File: src/rtl/agu_pkg.sv
package agu_pkg;
  typedef enum logic [1:0] {
    UPD_HOLD  = 2'd0,
    UPD_STEP  = 2'd1,
    UPD_INDEX = 2'd2,
    UPD_RSVD  = 2'd3
  } upd_mode_e;

  localparam int unsigned SIDES        = 2;
  localparam int unsigned SLOTS        = 3;
  localparam int unsigned NREG         = SIDES * SLOTS;
  localparam int unsigned IDX_SLOT     = 2;
  localparam int unsigned STEP_BYTES   = 2;
endpackage

File: src/rtl/agu_side.sv
module agu_side
  import agu_pkg::*;
#(
  parameter int unsigned AW = 16
) (
  input  logic          en,
  input  logic          sel,
  input  upd_mode_e     mode,
  input  logic [AW-1:0] ptr0,
  input  logic [AW-1:0] ptr1,
  input  logic [AW-1:0] idx,
  output logic [AW-1:1] bus_addr,
  output logic          bus_vld,
  output logic [AW-1:0] cur_ptr,
  output logic          upd_en,
  output logic          upd_sel,
  output logic [AW-1:0] upd_val
);
  localparam logic [AW-1:0] STEP = AW'(STEP_BYTES);

  always_comb begin
    cur_ptr  = sel ? ptr1 : ptr0;
    bus_addr = cur_ptr[AW-1:1];
    bus_vld  = en;
    upd_sel  = sel;
    upd_en   = 1'b0;
    upd_val  = cur_ptr;
    unique case (mode)
      UPD_STEP: begin
        upd_en  = en;
        upd_val = cur_ptr + STEP;
      end
      UPD_INDEX: begin
        upd_en  = en;
        upd_val = cur_ptr + idx;
      end
      default: begin
        upd_en  = 1'b0;
        upd_val = cur_ptr;
      end
    endcase
  end
endmodule

File: src/rtl/agu_regfile.sv
module agu_regfile
  import agu_pkg::*;
#(
  parameter int unsigned AW = 16,
  parameter int unsigned LW = 3
) (
  input  logic                       clk,
  input  logic                       rst_n,
  input  logic [SIDES-1:0]           upd_en,
  input  logic [SIDES-1:0]           upd_sel,
  input  logic [SIDES-1:0][AW-1:0]   upd_val,
  input  logic                       ld_en,
  input  logic [LW-1:0]              ld_sel,
  input  logic [AW-1:0]              ld_data,
  output logic [NREG-1:0][AW-1:0]    regs_q
);
  for (genvar i = 0; i < NREG; i++) begin : g_reg
    localparam int unsigned SIDE = i / SLOTS;
    localparam int unsigned SLOT = i % SLOTS;

    logic          ld_hit;
    logic          upd_hit;
    logic          we;
    logic [AW-1:0] d;

    always_comb begin
      ld_hit = ld_en && (ld_sel == LW'(i));
      if (SLOT == IDX_SLOT) begin
        upd_hit = 1'b0;
      end else begin
        upd_hit = upd_en[SIDE] && (upd_sel[SIDE] == SLOT[0]);
      end
      we = ld_hit || upd_hit;
      d  = ld_hit ? ld_data : upd_val[SIDE];
    end

    always_ff @(posedge clk or negedge rst_n) begin
      if (!rst_n) begin
        regs_q[i] <= '0;
      end else if (we) begin
        regs_q[i] <= d;
      end
    end


    load_wins_chk: assert property (@(posedge clk) disable iff (!rst_n)
      (ld_en && ld_sel == LW'(i)) |=> regs_q[i] == $past(ld_data));


    untouched_stable_chk: assert property (@(posedge clk) disable iff (!rst_n)
      !(ld_en && ld_sel == LW'(i)) && !upd_hit |=> $stable(regs_q[i]));
  end
endmodule

File: src/rtl/dual_agu.sv
module dual_agu
  import agu_pkg::*;
#(
  parameter int unsigned AW = 16,
  parameter int unsigned LW = 3
) (
  input  logic          clk,
  input  logic          rst_n,
  input  logic          x_en,
  input  logic          x_sel,
  input  logic [1:0]    x_mode,
  input  logic          y_en,
  input  logic          y_sel,
  input  logic [1:0]    y_mode,
  input  logic          ld_en,
  input  logic [LW-1:0] ld_sel,
  input  logic [AW-1:0] ld_data,
  output logic [AW-2:0] x_addr,
  output logic          x_valid,
  output logic [AW-2:0] y_addr,
  output logic          y_valid
);
  logic [1:0] rst_sync_q;
  logic       rst_q;

  always_ff @(posedge clk or negedge rst_n) begin
    if (!rst_n) rst_sync_q <= 2'b00;
    else        rst_sync_q <= {rst_sync_q[0], 1'b1};
  end
  assign rst_q = rst_sync_q[1];

  logic [NREG-1:0][AW-1:0]  regs;
  logic [SIDES-1:0]         upd_en;
  logic [SIDES-1:0]         upd_sel;
  logic [SIDES-1:0][AW-1:0] upd_val;
  logic [SIDES-1:0][AW-1:0] cur;
  logic [SIDES-1:0]         s_en, s_sel, s_vld;
  upd_mode_e                s_mode [SIDES];
  logic [SIDES-1:0][AW-1:1] s_addr;

  always_comb begin
    s_en   = {y_en, x_en};
    s_sel  = {y_sel, x_sel};
    s_mode[0] = upd_mode_e'(x_mode);
    s_mode[1] = upd_mode_e'(y_mode);
  end

  for (genvar s = 0; s < SIDES; s++) begin : g_side
    agu_side #(.AW(AW)) u_side (
      .en      (s_en[s]),
      .sel     (s_sel[s]),
      .mode    (s_mode[s]),
      .ptr0    (regs[s*SLOTS]),
      .ptr1    (regs[s*SLOTS+1]),
      .idx     (regs[s*SLOTS+IDX_SLOT]),
      .bus_addr(s_addr[s]),
      .bus_vld (s_vld[s]),
      .cur_ptr (cur[s]),
      .upd_en  (upd_en[s]),
      .upd_sel (upd_sel[s]),
      .upd_val (upd_val[s])
    );
  end

  agu_regfile #(.AW(AW), .LW(LW)) u_rf (
    .clk    (clk),
    .rst_n  (rst_q),
    .upd_en (upd_en),
    .upd_sel(upd_sel),
    .upd_val(upd_val),
    .ld_en  (ld_en),
    .ld_sel (ld_sel),
    .ld_data(ld_data),
    .regs_q (regs)
  );

  assign x_addr  = s_addr[0];
  assign x_valid = s_vld[0];
  assign y_addr  = s_addr[1];
  assign y_valid = s_vld[1];


  x_step_chk: assert property (@(posedge clk) disable iff (!rst_q)
    ($past(x_en && x_mode == 2'd1 && !(ld_en && ld_sel == LW'(x_sel)))
     && x_sel == $past(x_sel))
    |-> cur[0] == $past(cur[0]) + AW'(STEP_BYTES));


  y_index_chk: assert property (@(posedge clk) disable iff (!rst_q)
    ($past(y_en && y_mode == 2'd2 && !(ld_en && ld_sel == LW'(SLOTS + y_sel)))
     && y_sel == $past(y_sel))
    |-> cur[1] == $past(cur[1]) + $past(regs[SLOTS+IDX_SLOT]));


  x_hold_chk: assert property (@(posedge clk) disable iff (!rst_q)
    ($past((x_mode == 2'd0 || x_mode == 2'd3) && !ld_en) && x_sel == $past(x_sel))
    |-> $stable(cur[0]));
endmodule

File: config.mk
export PLATFORM = sky130hd
export DESIGN_NAME = dual_agu
export DESIGN_NICKNAME = d
export VERILOG_FILES = /design/src/rtl/agu_pkg.sv /design/src/rtl/agu_side.sv /design/src/rtl/agu_regfile.sv /design/src/rtl/dual_agu.sv
export SDC_FILE = /design/constraint.sdc
export NUM_CORES = 1
export LEC_CHECK = 0
export BUFFER_PORTS_ARGS = -buffer_cell sky130_fd_sc_hd__buf_4
export CORE_ASPECT_RATIO = 1.5
export CORE_UTILIZATION = 51
export DETAILED_ROUTE_END_ITERATION = 8
export GPL_TIMING_DRIVEN = 0
export PLACE_DENSITY = 0.68
export SYNTH_ARGS = -nofsm -noshare
export SYNTH_HDL_FRONTEND = slang
export SYNTH_SLANG_ARGS = --single-unit
export TNS_END_PERCENT = 50
File: constraint.sdc
create_clock -name clk -period 3.52 [get_ports clk]
set_input_delay 0.528 -clock clk [delete_from_list [all_inputs] [get_ports clk]]
set_output_delay 0.528 -clock clk [all_outputs]
set_load 0.1 [all_outputs]
==> metrics <==
Levels on crit path=12; share of the synthesized area in the top cell type=0.330; Hold WC Path Type=reg2async; Post-synth ARST share=1.00; CP delay by family, top=simple AND/OR/NAND/NOR gates; Setup WS post-layout=between 0.1 and 0.15 ns; Synth Flop Type=dfrtp_1; Switching Share=0.491; max_slew headroom=0.150; MaxCap Viol Count=0; final count of hold timing violations=0; post-synthesis cell type count=just over 70; Setup Skew=about 0.0067 ns; Leakage=~3.6 nW; min cycle time layout=about 3.4 ns; Synth warnings=0; Die Ht=about 150 um; worst slew pin tran=about 1.3 ns; row count=53; die area=~0.015 mm^2; Post-synth EDFFs=0; Slowest-stage cell, CP=or3_1; crit-path cells=buf_6, buf_2, buf_4, mux2_4, ha_1, nand2_1, or3_1, o21bai_1, a31oi_1, mux2i_1, nand3_1, o221a_2; DR vias/cell=approximately 6.3; Starting Density=0.526; worst r2r src=u_rf.regs_q[17]; Post-Route WL=roughly 23000 um; status=completed; Final ANT Viol Nets=0; Setup crit end=u_rf.regs_q[30]; first-pass GRT wire length=between 30000 and 40000 um; Mapped Cells=about 850; data required time of the worst path=between 3 and 4 ns; Worst-Skew Late Latency=approximately 0.34 ns; clk slew on worst S/H paths=approximately 0.07 ns; Sw Pwr=3.01 mW; Num CTS Buffers=9; syn_nets=between 900 and 1000; Synth Area per Inst=around 8.7 um^2; Final TNS setup=0 ns; pin count of the biggest net entering global routing=73; htree depth=3; vias in the first global route=between 7000 and 8000; Vias=approximately 7000; Arrival @ worst endpoint=around 3.6 ns; total grt overflow=0; GPL Wtd Cong=1.02; Core Footprint=approximately 0.014 mm^2; dpl cell area=between 0.008 and 0.009 mm^2; CP Buf/Inv Count=3; WL per Instance=~21 um; DRC viols=0; #FFs+latches synth=98; post-route cell area=about 0.0086 mm^2; # IOs=62; number of diodes=0; CP Launch Point=x_sel; combinational share of power=0.567; Crit. End Element=flip-flop; Sinks on Clock Net=roughly 100; Syn-to-layout area delta=15.5%; CTS root buffer=clkbuf_16; synthesized area=between 0.007 and 0.008 mm^2; Setup Slack @ Placement=-0.376 ns; Flop pwr share=0.272; Final Power=between 6 and 7 mW; RSZ-0062 raised after global routing=no; CP peak stage delay=between 0.4 and 0.5 ns; kind of critical path=in2reg; Die X=a little over 100 um; overall routing resource usage=0.321; TritonCTS clock tree=built; R2R depth=10; top cell type by total area after synthesis=dfrtp_1; Max Slew Vio Count=0; Area contributors post-synth=dfrtp_1 33%, mux2_2 8.6%, ha_1 6.1%; Finished Core Util=0.607; Reg2Reg Capture Point=u_rf.regs_q[27]; FMAX=297 MHz; initial antenna violation count=0; starting DRC count in detailed routing=420; Nets=between 900 and 1000; Pwr Density=between 700 and 800 mW/mm^2; share of post-route cells with drive strength above 1=0.182; Peak VDD IR=about 0.00053 V; 1st-pass router iterations=7; Longest Clk Path Bufs=2; Int Pwr=about 3.1 mW; Clock Power Share=0.161; crit-path max FO=10; crit share post-route=0.958; Setup violations, final=0; I/O Buffers=a little under 60; reg2reg setup slack=about 0.54 ns; register area share after synthesis=0.330; DP Wirelength=between 15000 and 20000 um; CP startpoint kind=input pin
## layer usage
layer	part of all wire	global-route usage	vias up	wire length, um
met1	0.38	0.356	3385	8910
met4	0.045	0.180	0	1050
met3	0.039	0.0248	61	915
met5	0	0	-	0
met2	0.53	0.595	263	12400
li1	-	-	3312	-
## worst register-to-register path, cell delays in order, from the launching register on
cell	delay, ns
dfrtp_1	0.43
mux2i_4	0.24
clkinvlp_4	0.20
ha_4	0.24
a211oi_1	0.34
o21bai_1	0.14
a21oi_2	0.27
o21ai_1	0.20
or4b_1	0.48
and3_1	0.19
o21ai_0	0.17
## sequential cells by signal, indices dropped and copies added, names as in the netlist
signal	cells
rst_sync_q	2
u_rf.regs_q	96
## power groups by stage
stage | Combinational (mW) | Clock [mW] | Sequential, mW
2_1_floorplan | 2.68 | 0 | 1.61
4_1_cts | 3.43 | 0.998 | 1.66
5_1_grt | 3.75 | 1.04 | 1.70
3_3_place_gp | 3.31 | 0 | 1.68
3_5_place_dp | 3.39 | 0 | 1.68
6_report | 3.48 | 0.985 | 1.67
## cells in the final DEF (no fill, tap or decap), types with 5 or more instances in the layout
cell and instances:
a21o_1 11, dfrtp_1 97, nor3_1 17, nand2_1 85
ha_1 34, nand4_1 11, o21a_1 9, o22ai_1 13
xor2_1 7, clkbuf_1 31, mux2i_1 26, and3_1 14
a211oi_1 9, o31a_1 5, nand3_1 31, buf_4 63
nand2b_1 7, o21ai_0 87, nand4b_1 7, a21oi_1 43
nand3b_1 7, nor2_1 65, xnor2_1 17, and2_1 5
mux2_2 54, inv_1 26, a22oi_1 12, o31ai_1 5
o211ai_1 6, clkbuf_16 9, a211o_1 6, a31oi_1 7
## worst min-delay path by stage
stage / startpoint / endpoint / slack (ns) / cells past startpoint
6_report: rst_sync_q[1] / u_rf.regs_q[93] / 0.24 / 0
5_1_grt: rst_sync_q[1] / u_rf.regs_q[44] / 0.28 / 0
4_1_cts: rst_sync_q[1] / u_rf.regs_q[15] / 0.25 / 0
3_5_place_dp: rst_sync_q[1] / u_rf.regs_q[42] / 0.25 / 0
3_3_place_gp: rst_n / rst_sync_q[0] / 0.31 / 1
2_1_floorplan: rst_n / rst_sync_q[0] / 0.23 / 0
## layout make-up
cell class	count	area [um^2]
Fill cell	1275	5550
Multi-Input combinational cell	683	4780
Sequential cell	98	2460
Timing Repair Buffer	61	480
Tap cell	192	240
Clock buffer	10	239
Buffer	42	199
Inverter	29	116
Clock inverter	6	57.6
## per-stage QoR
step	hold slack, ns	cells
3_3_place_gp	0.310	1104
2_1_floorplan	0.232	854
6_report	0.244	1121
3_5_place_dp	0.249	1105
4_1_cts	0.253	1122
5_1_grt	0.277	1121
## cell usage after synthesis, drive strengths merged (7+ instances only)
master,instances
xor2,7
a211oi,13
a21oi,46
xnor2,17
a21o,11
nor3,18
nor2,65
nand2,85
o22ai,14
ha,36
mux2,58
a31oi,7
nand3,31
nand2b,7
dfrtp,98
nand3b,7
a22oi,12
nand4b,7
inv,28
buf,12
o21ai,91
mux2i,29
nand4,11
and3,14
clkbuf,32
o21a,9
## what timing repair did
action / in CTS / in global routing
endpoints found under the hold margin: 2 / 0
pin swaps: 0 / 2
resized for setup: 3 / 7
buffers inserted: 0 / 1
hold buffers: 1 / 0
endpoints found under the setup margin: 5 / 13
## kinds of logic after synthesis
group | count (synthesis) | share of synthesized area
mux | 87 | 0.129
compound gates | 267 | 0.234
flops | 98 | 0.330
simple gates | 266 | 0.171
fa+ha+maj | 38 | 0.0661
other cells | 1 | 0.000505
buf+inv | 73 | 0.0404
xor+xnor | 24 | 0.0283
No activity file was read; power rests on OpenSTA's default activity.
